--- config.mk ---
export PLATFORM = sky130hd
export DESIGN_NAME = strap_clkgen_top
export DESIGN_NICKNAME = d
export VERILOG_FILES = /design/src/rtl/strapgen_pkg.sv /design/src/rtl/strap_por_seq.sv /design/src/rtl/even_divider.sv /design/src/rtl/odd3_divider.sv /design/src/rtl/ref_gate.sv /design/src/rtl/strap_clkgen_top.sv
export SDC_FILE = /design/constraint.sdc
export NUM_CORES = 1
export LEC_CHECK = 0
export BUFFER_PORTS_ARGS = -buffer_cell sky130_fd_sc_hd__buf_2
export CAP_MARGIN = 20
export CORE_MARGIN = 8
export CORE_UTILIZATION = 42
export DETAILED_ROUTE_END_ITERATION = 12
export GPL_TIMING_DRIVEN = 1
export PLACE_DENSITY = 0.77
export SLEW_MARGIN = 20
export SYNTH_ARGS = -nofsm -noshare
export SYNTH_HDL_FRONTEND = slang
export SYNTH_SLANG_ARGS = --single-unit
--- constraint.sdc ---
create_clock -name ref_clk -period 1.3 [get_ports ref_clk]
set_input_delay 0 -clock ref_clk [delete_from_list [all_inputs] [get_ports ref_clk]]
set_output_delay 0 -clock ref_clk [all_outputs]
set_load 0.05 [all_outputs]
--- src/rtl/strapgen_pkg.sv ---
package strapgen_pkg;

  typedef struct packed {
    logic       bus_mode;
    logic [2:0] freq;
  } strap_cfg_t;

  localparam logic [2:0] TEST_FREQ_CODE = 3'b011;

  function automatic logic is_test_code(strap_cfg_t c);
    return c.freq == TEST_FREQ_CODE;
  endfunction

  // high for the first half of an even divider's phase count
  function automatic logic even_div_high(int unsigned phase, int unsigned div);
    return phase < (div / 2);
  endfunction

endpackage

--- src/rtl/strap_por_seq.sv ---
module strap_por_seq
  import strapgen_pkg::*;
#(
  parameter int unsigned POR_CYCLES = 16
) (
  input  logic       clk,
  input  logic       por_n,
  input  strap_cfg_t strap_in,
  output strap_cfg_t cfg,
  output logic       done
);
  localparam int unsigned CW = $clog2(POR_CYCLES + 1);

  logic [CW-1:0] cnt;
  logic          capture_evt;

  assign capture_evt = !done && (cnt == CW'(POR_CYCLES - 1));

  always_ff @(posedge clk or negedge por_n) begin
    if (!por_n) begin
      cnt  <= '0;
      done <= 1'b0;
      cfg  <= '1;
    end else if (capture_evt) begin
      cfg  <= strap_in;
      done <= 1'b1;
      cnt  <= cnt + 1'b1;
    end else if (!done) begin
      cnt <= cnt + 1'b1;
    end
  end

  // capture happens only after the full count
  a_r2_capture_at_count: assert property (@(posedge clk) disable iff (!por_n)
    $rose(done) |-> $past(cnt) == CW'(POR_CYCLES - 1));

  // configuration frozen after capture
  a_r3_cfg_frozen: assert property (@(posedge clk) disable iff (!por_n)
    done |=> $stable(cfg));

  // enable source never drops without reset
  a_r4_done_sticky: assert property (@(posedge clk) disable iff (!por_n)
    done |=> done);

endmodule

--- src/rtl/even_divider.sv ---
module even_divider
  import strapgen_pkg::*;
#(
  parameter int unsigned DIV = 2
) (
  input  logic clk,
  input  logic rst_n,
  input  logic run,
  output logic clk_out
);
  localparam int unsigned PW = (DIV > 2) ? $clog2(DIV) : 1;

  logic [PW-1:0] phase;

  always_ff @(posedge clk or negedge rst_n) begin
    if (!rst_n) begin
      phase   <= '0;
      clk_out <= 1'b0;
    end else if (!run) begin
      phase   <= '0;
      clk_out <= 1'b0;
    end else begin
      phase   <= (phase == PW'(DIV - 1)) ? '0 : phase + 1'b1;
      clk_out <= even_div_high(32'(phase), DIV);
    end
  end

  // idle divider output low one edge after run drops
  a_r1_even_idle: assert property (@(posedge clk) disable iff (!rst_n)
    !run |=> !clk_out);

  // first running edge starts a high phase
  a_r7_even_start_high: assert property (@(posedge clk) disable iff (!rst_n)
    $rose(run) |=> clk_out);

endmodule

--- src/rtl/odd3_divider.sv ---
module odd3_divider (
  input  logic clk,
  input  logic rst_n,
  input  logic run,
  output logic clk_out
);
  logic [1:0] phase;
  logic       rise_q;
  logic       fall_q;

  always_ff @(posedge clk or negedge rst_n) begin
    if (!rst_n) begin
      phase  <= '0;
      rise_q <= 1'b0;
    end else if (!run) begin
      phase  <= '0;
      rise_q <= 1'b0;
    end else begin
      phase  <= (phase == 2'd2) ? 2'd0 : phase + 2'd1;
      rise_q <= (phase == 2'd0);
    end
  end

  // half-cycle stretch of the rising-edge pulse
  always_ff @(negedge clk or negedge rst_n) begin
    if (!rst_n) fall_q <= 1'b0;
    else        fall_q <= rise_q;
  end

  assign clk_out = rise_q | fall_q;

  // the rising-edge pulse lasts exactly one reference cycle
  a_r8_pulse_single: assert property (@(posedge clk) disable iff (!rst_n)
    $rose(rise_q) |=> !rise_q);

  // two idle edges leave the output low
  a_r1_odd_idle: assert property (@(posedge clk) disable iff (!rst_n)
    (!run && $past(!run)) |-> !clk_out);

endmodule

--- src/rtl/ref_gate.sv ---
module ref_gate (
  input  logic clk,
  input  logic rst_n,
  input  logic en,
  output logic clk_out
);
  logic en_q;

  // enable changes only while the clock is low
  always_ff @(negedge clk or negedge rst_n) begin
    if (!rst_n) en_q <= 1'b0;
    else        en_q <= en;
  end

  assign clk_out = clk & en_q;

endmodule

--- src/rtl/strap_clkgen_top.sv ---
module strap_clkgen_top
  import strapgen_pkg::*;
#(
  parameter int unsigned POR_CYCLES = 16,
  parameter int unsigned N_CPU_CLK  = 8,
  parameter int unsigned N_BUS_CLK  = 6
) (
  input  logic                 ref_clk,
  input  logic                 por_n,
  input  logic                 strap_bus_mode,
  input  logic [2:0]           strap_freq,
  output logic                 cfg_bus_mode,
  output logic [2:0]           cfg_freq,
  output logic                 test_active,
  output logic [3:0]           oe_shared,
  output logic                 tclk_ref,
  output logic [N_CPU_CLK-1:0] tclk_cpu,
  output logic [N_BUS_CLK-1:0] tclk_bus,
  output logic                 tclk_fast_fixed,
  output logic                 tclk_slow_fixed
);
  localparam int unsigned N_SHARED = $bits(strap_cfg_t);

  strap_cfg_t strap_in;
  strap_cfg_t cfg;
  logic       por_done;
  logic       div2_clk;
  logic       div4_clk;
  logic       div3_clk;
  logic       bus_src;

  assign strap_in.bus_mode = strap_bus_mode;
  assign strap_in.freq     = strap_freq;

  strap_por_seq #(.POR_CYCLES(POR_CYCLES)) u_seq (
    .clk      (ref_clk),
    .por_n    (por_n),
    .strap_in (strap_in),
    .cfg      (cfg),
    .done     (por_done)
  );

  assign cfg_bus_mode = cfg.bus_mode;
  assign cfg_freq     = cfg.freq;
  assign test_active  = por_done && is_test_code(cfg);
  assign oe_shared    = {N_SHARED{por_done}};

  even_divider #(.DIV(2)) u_div2 (
    .clk(ref_clk), .rst_n(por_n), .run(test_active), .clk_out(div2_clk));

  even_divider #(.DIV(4)) u_div4 (
    .clk(ref_clk), .rst_n(por_n), .run(test_active), .clk_out(div4_clk));

  odd3_divider u_div3 (
    .clk(ref_clk), .rst_n(por_n), .run(test_active), .clk_out(div3_clk));

  ref_gate u_gate (
    .clk(ref_clk), .rst_n(por_n), .en(test_active), .clk_out(tclk_ref));

  assign bus_src         = cfg.bus_mode ? div4_clk : div3_clk;
  assign tclk_fast_fixed = div2_clk;
  assign tclk_slow_fixed = div4_clk;

  for (genvar i = 0; i < N_CPU_CLK; i++) begin : g_cpu
    assign tclk_cpu[i] = div2_clk;
  end

  for (genvar i = 0; i < N_BUS_CLK; i++) begin : g_bus
    assign tclk_bus[i] = bus_src;
  end

  // test flag only with the test code latched
  a_r5_flag_needs_code: assert property (@(posedge ref_clk) disable iff (!por_n)
    test_active |-> (cfg_freq == 3'b011));

  // pins are outputs whenever test clocks run
  a_r4_oe_in_test: assert property (@(posedge ref_clk) disable iff (!por_n)
    test_active |-> (oe_shared == '1));

  // no clock activity outside test mode
  a_r9_quiet_non_test: assert property (@(posedge ref_clk) disable iff (!por_n)
    (!test_active && $past(!test_active)) |-> (tclk_cpu == '0 && tclk_bus == '0 && !tclk_slow_fixed));

endmodule

### Yosys cells after proc, flatten, opt, wreduce, memory -nomap -nowiden

Cells that the tools add are included.

* add/subtract/negate cells: 4
* order comparisons: 2
* eq/ne operators: 5
* multiplexer cells: 12
* bitwise logic cells: 2
* reduce and logical (&&, ||, !) cells: 4

Operators by type and width (count)
* two-way mux 5 bit: 2
* two-way mux 2 bit: 4
* two-way mux 1 bit: 6
* adder 5 x 1 -> 5 bit, second input constant: 1
* == test 5 x 4 -> 1 bit, second input constant: 1
* adder 2 x 1 -> 2 bit, second input constant: 2
* == test 2 bit, second input constant: 2
* == test 3 x 2 -> 1 bit, second input constant: 1
* logical AND 1 bit: 2
* logical NOT 2 bit: 1
* < comparator 2 bit, second input constant: 1
* != test 2 bit, second input constant: 1
* adder 1 bit, second input constant: 1
* bitwise AND 1 bit: 1
* logical NOT 1 bit: 1
* < comparator 1 bit, second input constant: 1
* OR 1 bit: 1

* bits in registers: 20
* input bits: 6
* output and inout port bits: 26
* logic and storage cells: 41

### Depth between registers and ports, before layout

* depth after elaboration: 3
* mapped depth: 5
* gate-level depth less buffers: 5

### Cells and area by module

A second synthesis with hierarchy kept.

* cells, all modules: 66
* area, all modules: 884.6 um^2

Modules (own cells, without submodules)
* strap_por_seq: times used 1, cells an instance 29, area each 442.9 um^2, seq. area each 255.2 um^2
* strap_clkgen_top: times used 1, cells an instance 20, area each 160.2 um^2, seq. area each 0.0 um^2
* even_divider (u_div4): times used 1, cells an instance 7, area each 112.6 um^2, seq. area each 75.1 um^2
* odd3_divider: times used 1, cells an instance 6, area each 98.8 um^2, seq. area each 75.1 um^2
* even_divider (u_div2): times used 1, cells an instance 2, area each 38.8 um^2, seq. area each 25.0 um^2
* ref_gate: times used 1, cells an instance 2, area each 31.3 um^2, seq. area each 25.0 um^2

==> reports/qor.yml <==
die:
  initial_core_util_pct: 44.33
  die_y_um: 61.27
  fp.coreArea_um2: 1942
  ios: 32
  die_w_um: 61.27
  die_area_um2: 3754
  rows: 16
synthesis:
  syn_nets: 77
  muxShareOfSynthArea_pct: 7.703
  yosysWarnings: 0
  synth_top_family_by_area: "buffers and inverters"
  yosysTopAreaCellShare_pct: 34.88
  syn_area_um2: 860.8
  synth_area_leaders: "dfrtp_1, buf_4, dfstp_2, mux2_2, dfrtn_1"
  synth_adder_area_share_pct: 4.360
  synth-compound-area-share_pct: 0.5814
  avgSynthCellArea_um2: 12.66
  syn_inst: 68
  seq_area_frac_synth_pct: 52.91
  synth-seq-cells: 18
  synth-xor-area-share_pct: 3.052
  synth-simple-area-share_pct: 13.08
  synthDistinctLibCells: 22
  yosysTopAreaCell: "dfrtp_1"
setup_path:
  cp-end-kind: "output port"
  arrival_ps: 1970
  cp_cell_sequence: "nor2_2, o21ai_2, buf_6, buf_8"
  critPathSlowestCell: "dfrtn_1"
  max_stage_delay_ps: 430
  startpoint_type: "flip-flop"
  critPathMaxFanout: 6
  required_ps: 1300
  r2r_slack_ps: -190
  crit_type: "reg -> out"
cells_and_area:
  final_common_cell: "buf_4"
  drive_gt1_share_pct: 67.59
  utilization_pct: 66.95
  n_fill_cell: 155
  antenna_cells: 0
  nNetsFinal: 118
  areaGrowthSynthToFinish_pct: 51.02
  layout_common_cells: "buf_4, buf_2, dfrtp_1, buf_8, clkbuf_4"
power_and_ir_drop:
  p_int_mw: 0.9731
  ir_drop_v: 0.0008271
  pwr-share-seq_pct: 43.1
  leakage_nw: 0.6699
  switchingPower_mw: 0.4000
  p_clk_share_pct: 37.2
  comb_power_share_pct: 19.8
  p_total_mw: 1.373
  power.density_nw_per_um2: 1056
  swShare_pct: 29.13
global_routing:
  grt_pass1_vias: 614
  grt_pass1_wl_um: 2773
  grt_overflow: 0
  track_usage_pct: 10.83
  grt_max_degree: 13
  antenna_found_initial: 0
cts:
  clk_latency_ps: 410
  cts_tree: "done"
  clk_pin_slew_worst_paths_ps: 100
timing:
  grt_setup_unrepaired: "true"
  slew-limit-headroom_pct: 83.25
  tns_ps: -5405
  hold_viol: 0
  final_max_slew_viol_count: 0
  worst_slack_ps: -669.0
  skew_ps: 13.14
  setup-violations-final: 14
  worst_slew_pin_slew_ps: 253.0
  holdWs_ps: 154.7
placed_design:
  dp_hpwl_um: 1250
  io_buffers: 31
  gp_congestion: 0.7300
route:
  post_drt_wl_per_cell_um: 13.97
  routed-wl-met3_um: 173
  first_pass_iters: 4
  highest_layer: "met4"
  met2_length_um: 975
  wl_um: 1886
  vias: 606
  ant_nets: 0
  drt-met1-wl_um: 723
  drcViolationCount: 0
  vias_per_cell: 4.489
  drt-initial-drc-count: 18
outcome:
  status: "complete, but fails checks"
  violations: "setup timing"
run:
  maxCapViolCount: 0
worst_hold_path:
  hp-class: "in -> async"
[Yosys cell counts (all sizes together)]
cell    instances
dfrtn           2
dfstp           4
nor2            4
nor3b           1
nand4b          2
inv             3
or2             1
nand2b          1
ha              3
and2            1
and3            1
buf            19
mux2            5
nor3            2
nor2b           1
xnor2           3
dfrtp          12
nand2           1
o21ai           1
mux2i           1
[cell type report]
type | instances | area, um^2 | area share (%)
Timing Repair Buffer | 51 | 431.7 | 33.20
Sequential cell | 18 | 455.4 | 35.03
Inverter | 3 | 11.26 | 0.8662
Multi-Input combinational cell | 28 | 294.0 | 22.62
Clock buffer | 8 | 73.82 | 5.679
Tap cell | 27 | 33.78 | 2.599
[what timing repair did]
| action | in CTS | in global routing |
|---|---|---|
| pin swaps | 3 | 3 |
| buffers inserted | 2 | 1 |
| hold buffers | 6 | 0 |
| endpoints found under the setup margin | 22 | 22 |
| resized for setup | 32 | 11 |
| endpoints found under the hold margin | 22 | 0 |
[critical path: cells and delay by family (launching register included)]
kind,cells,cell delay (ps)
DFF,1,430
buffers and inverters,2,320
AOI/OAI and AO/OA,1,110
and+or+nand+nor,1,50
[registers in the layout (all words and copies together), names as in the netlist]
name and count:
u_div2.clk_out 1, u_div3.rise_q 1, u_div3.fall_q 1, u_div4.clk_out 1, u_gate.en_q 1, u_seq.cnt 5
u_div4.phase 2, u_seq.cfg 4, u_seq.done 1, u_div3.phase 1
[worst paths after layout]
path                                              to  cells past startpoint                       from
min in group ref_clk        u_seq.cfg[1]$_DFFE_PN1P_                      3              strap_freq[1]
hold reg to reg            u_div4.phase[0]$_DFF_PN0_                      1  u_div4.phase[0]$_DFF_PN0_
setup reg to reg               u_gate.en_q$_DFF_NN0_                      2   u_seq.cfg[2]$_DFFE_PN1P_
setup / recovery                         tclk_bus[4]                      4    u_div3.fall_q$_DFF_NN0_
max in group asynchronous   u_div4.clk_out$_DFF_PN0_                      3                      por_n
hold / removal              u_seq.cfg[3]$_DFFE_PN1P_                      2                      por_n
[logic make-up after synthesis]
kind of cell / Yosys count
flops: 18
xor+xnor: 3
compound gates: 1
buf+inv: 22
simple gates: 15
mux: 6
fa+ha+maj: 3
[routing by layer]
metal	up-vias	GRT usage [%]
met4	0	9.635
li1	282	-
met3	6	5.428
met5	-	0
met2	33	15.97
met1	285	11.07
[stage by stage]
step                setup WS [ps]  std cells  area, um^2
CTS                        -661.5        134        1255
global route               -738.2        135        1300
detailed placement         -254.6        119        1026
finish                     -669.0        135        1300
floorplan                  -721.4         68       915.9
global placement           -219.5        119        1026
[power groups by stage]
stage / combinational (mW) / clock [mW] / sequential [mW]
finish: 0.271 / 0.510 / 0.592
detailed placement: 0.209 / 0.0249 / 0.602
global route: 0.283 / 0.578 / 0.594
floorplan: 0.148 / 0.0215 / 0.634
CTS: 0.258 / 0.532 / 0.591
global placement: 0.206 / 0.0249 / 0.601
(Power assumes the default switching activity.)
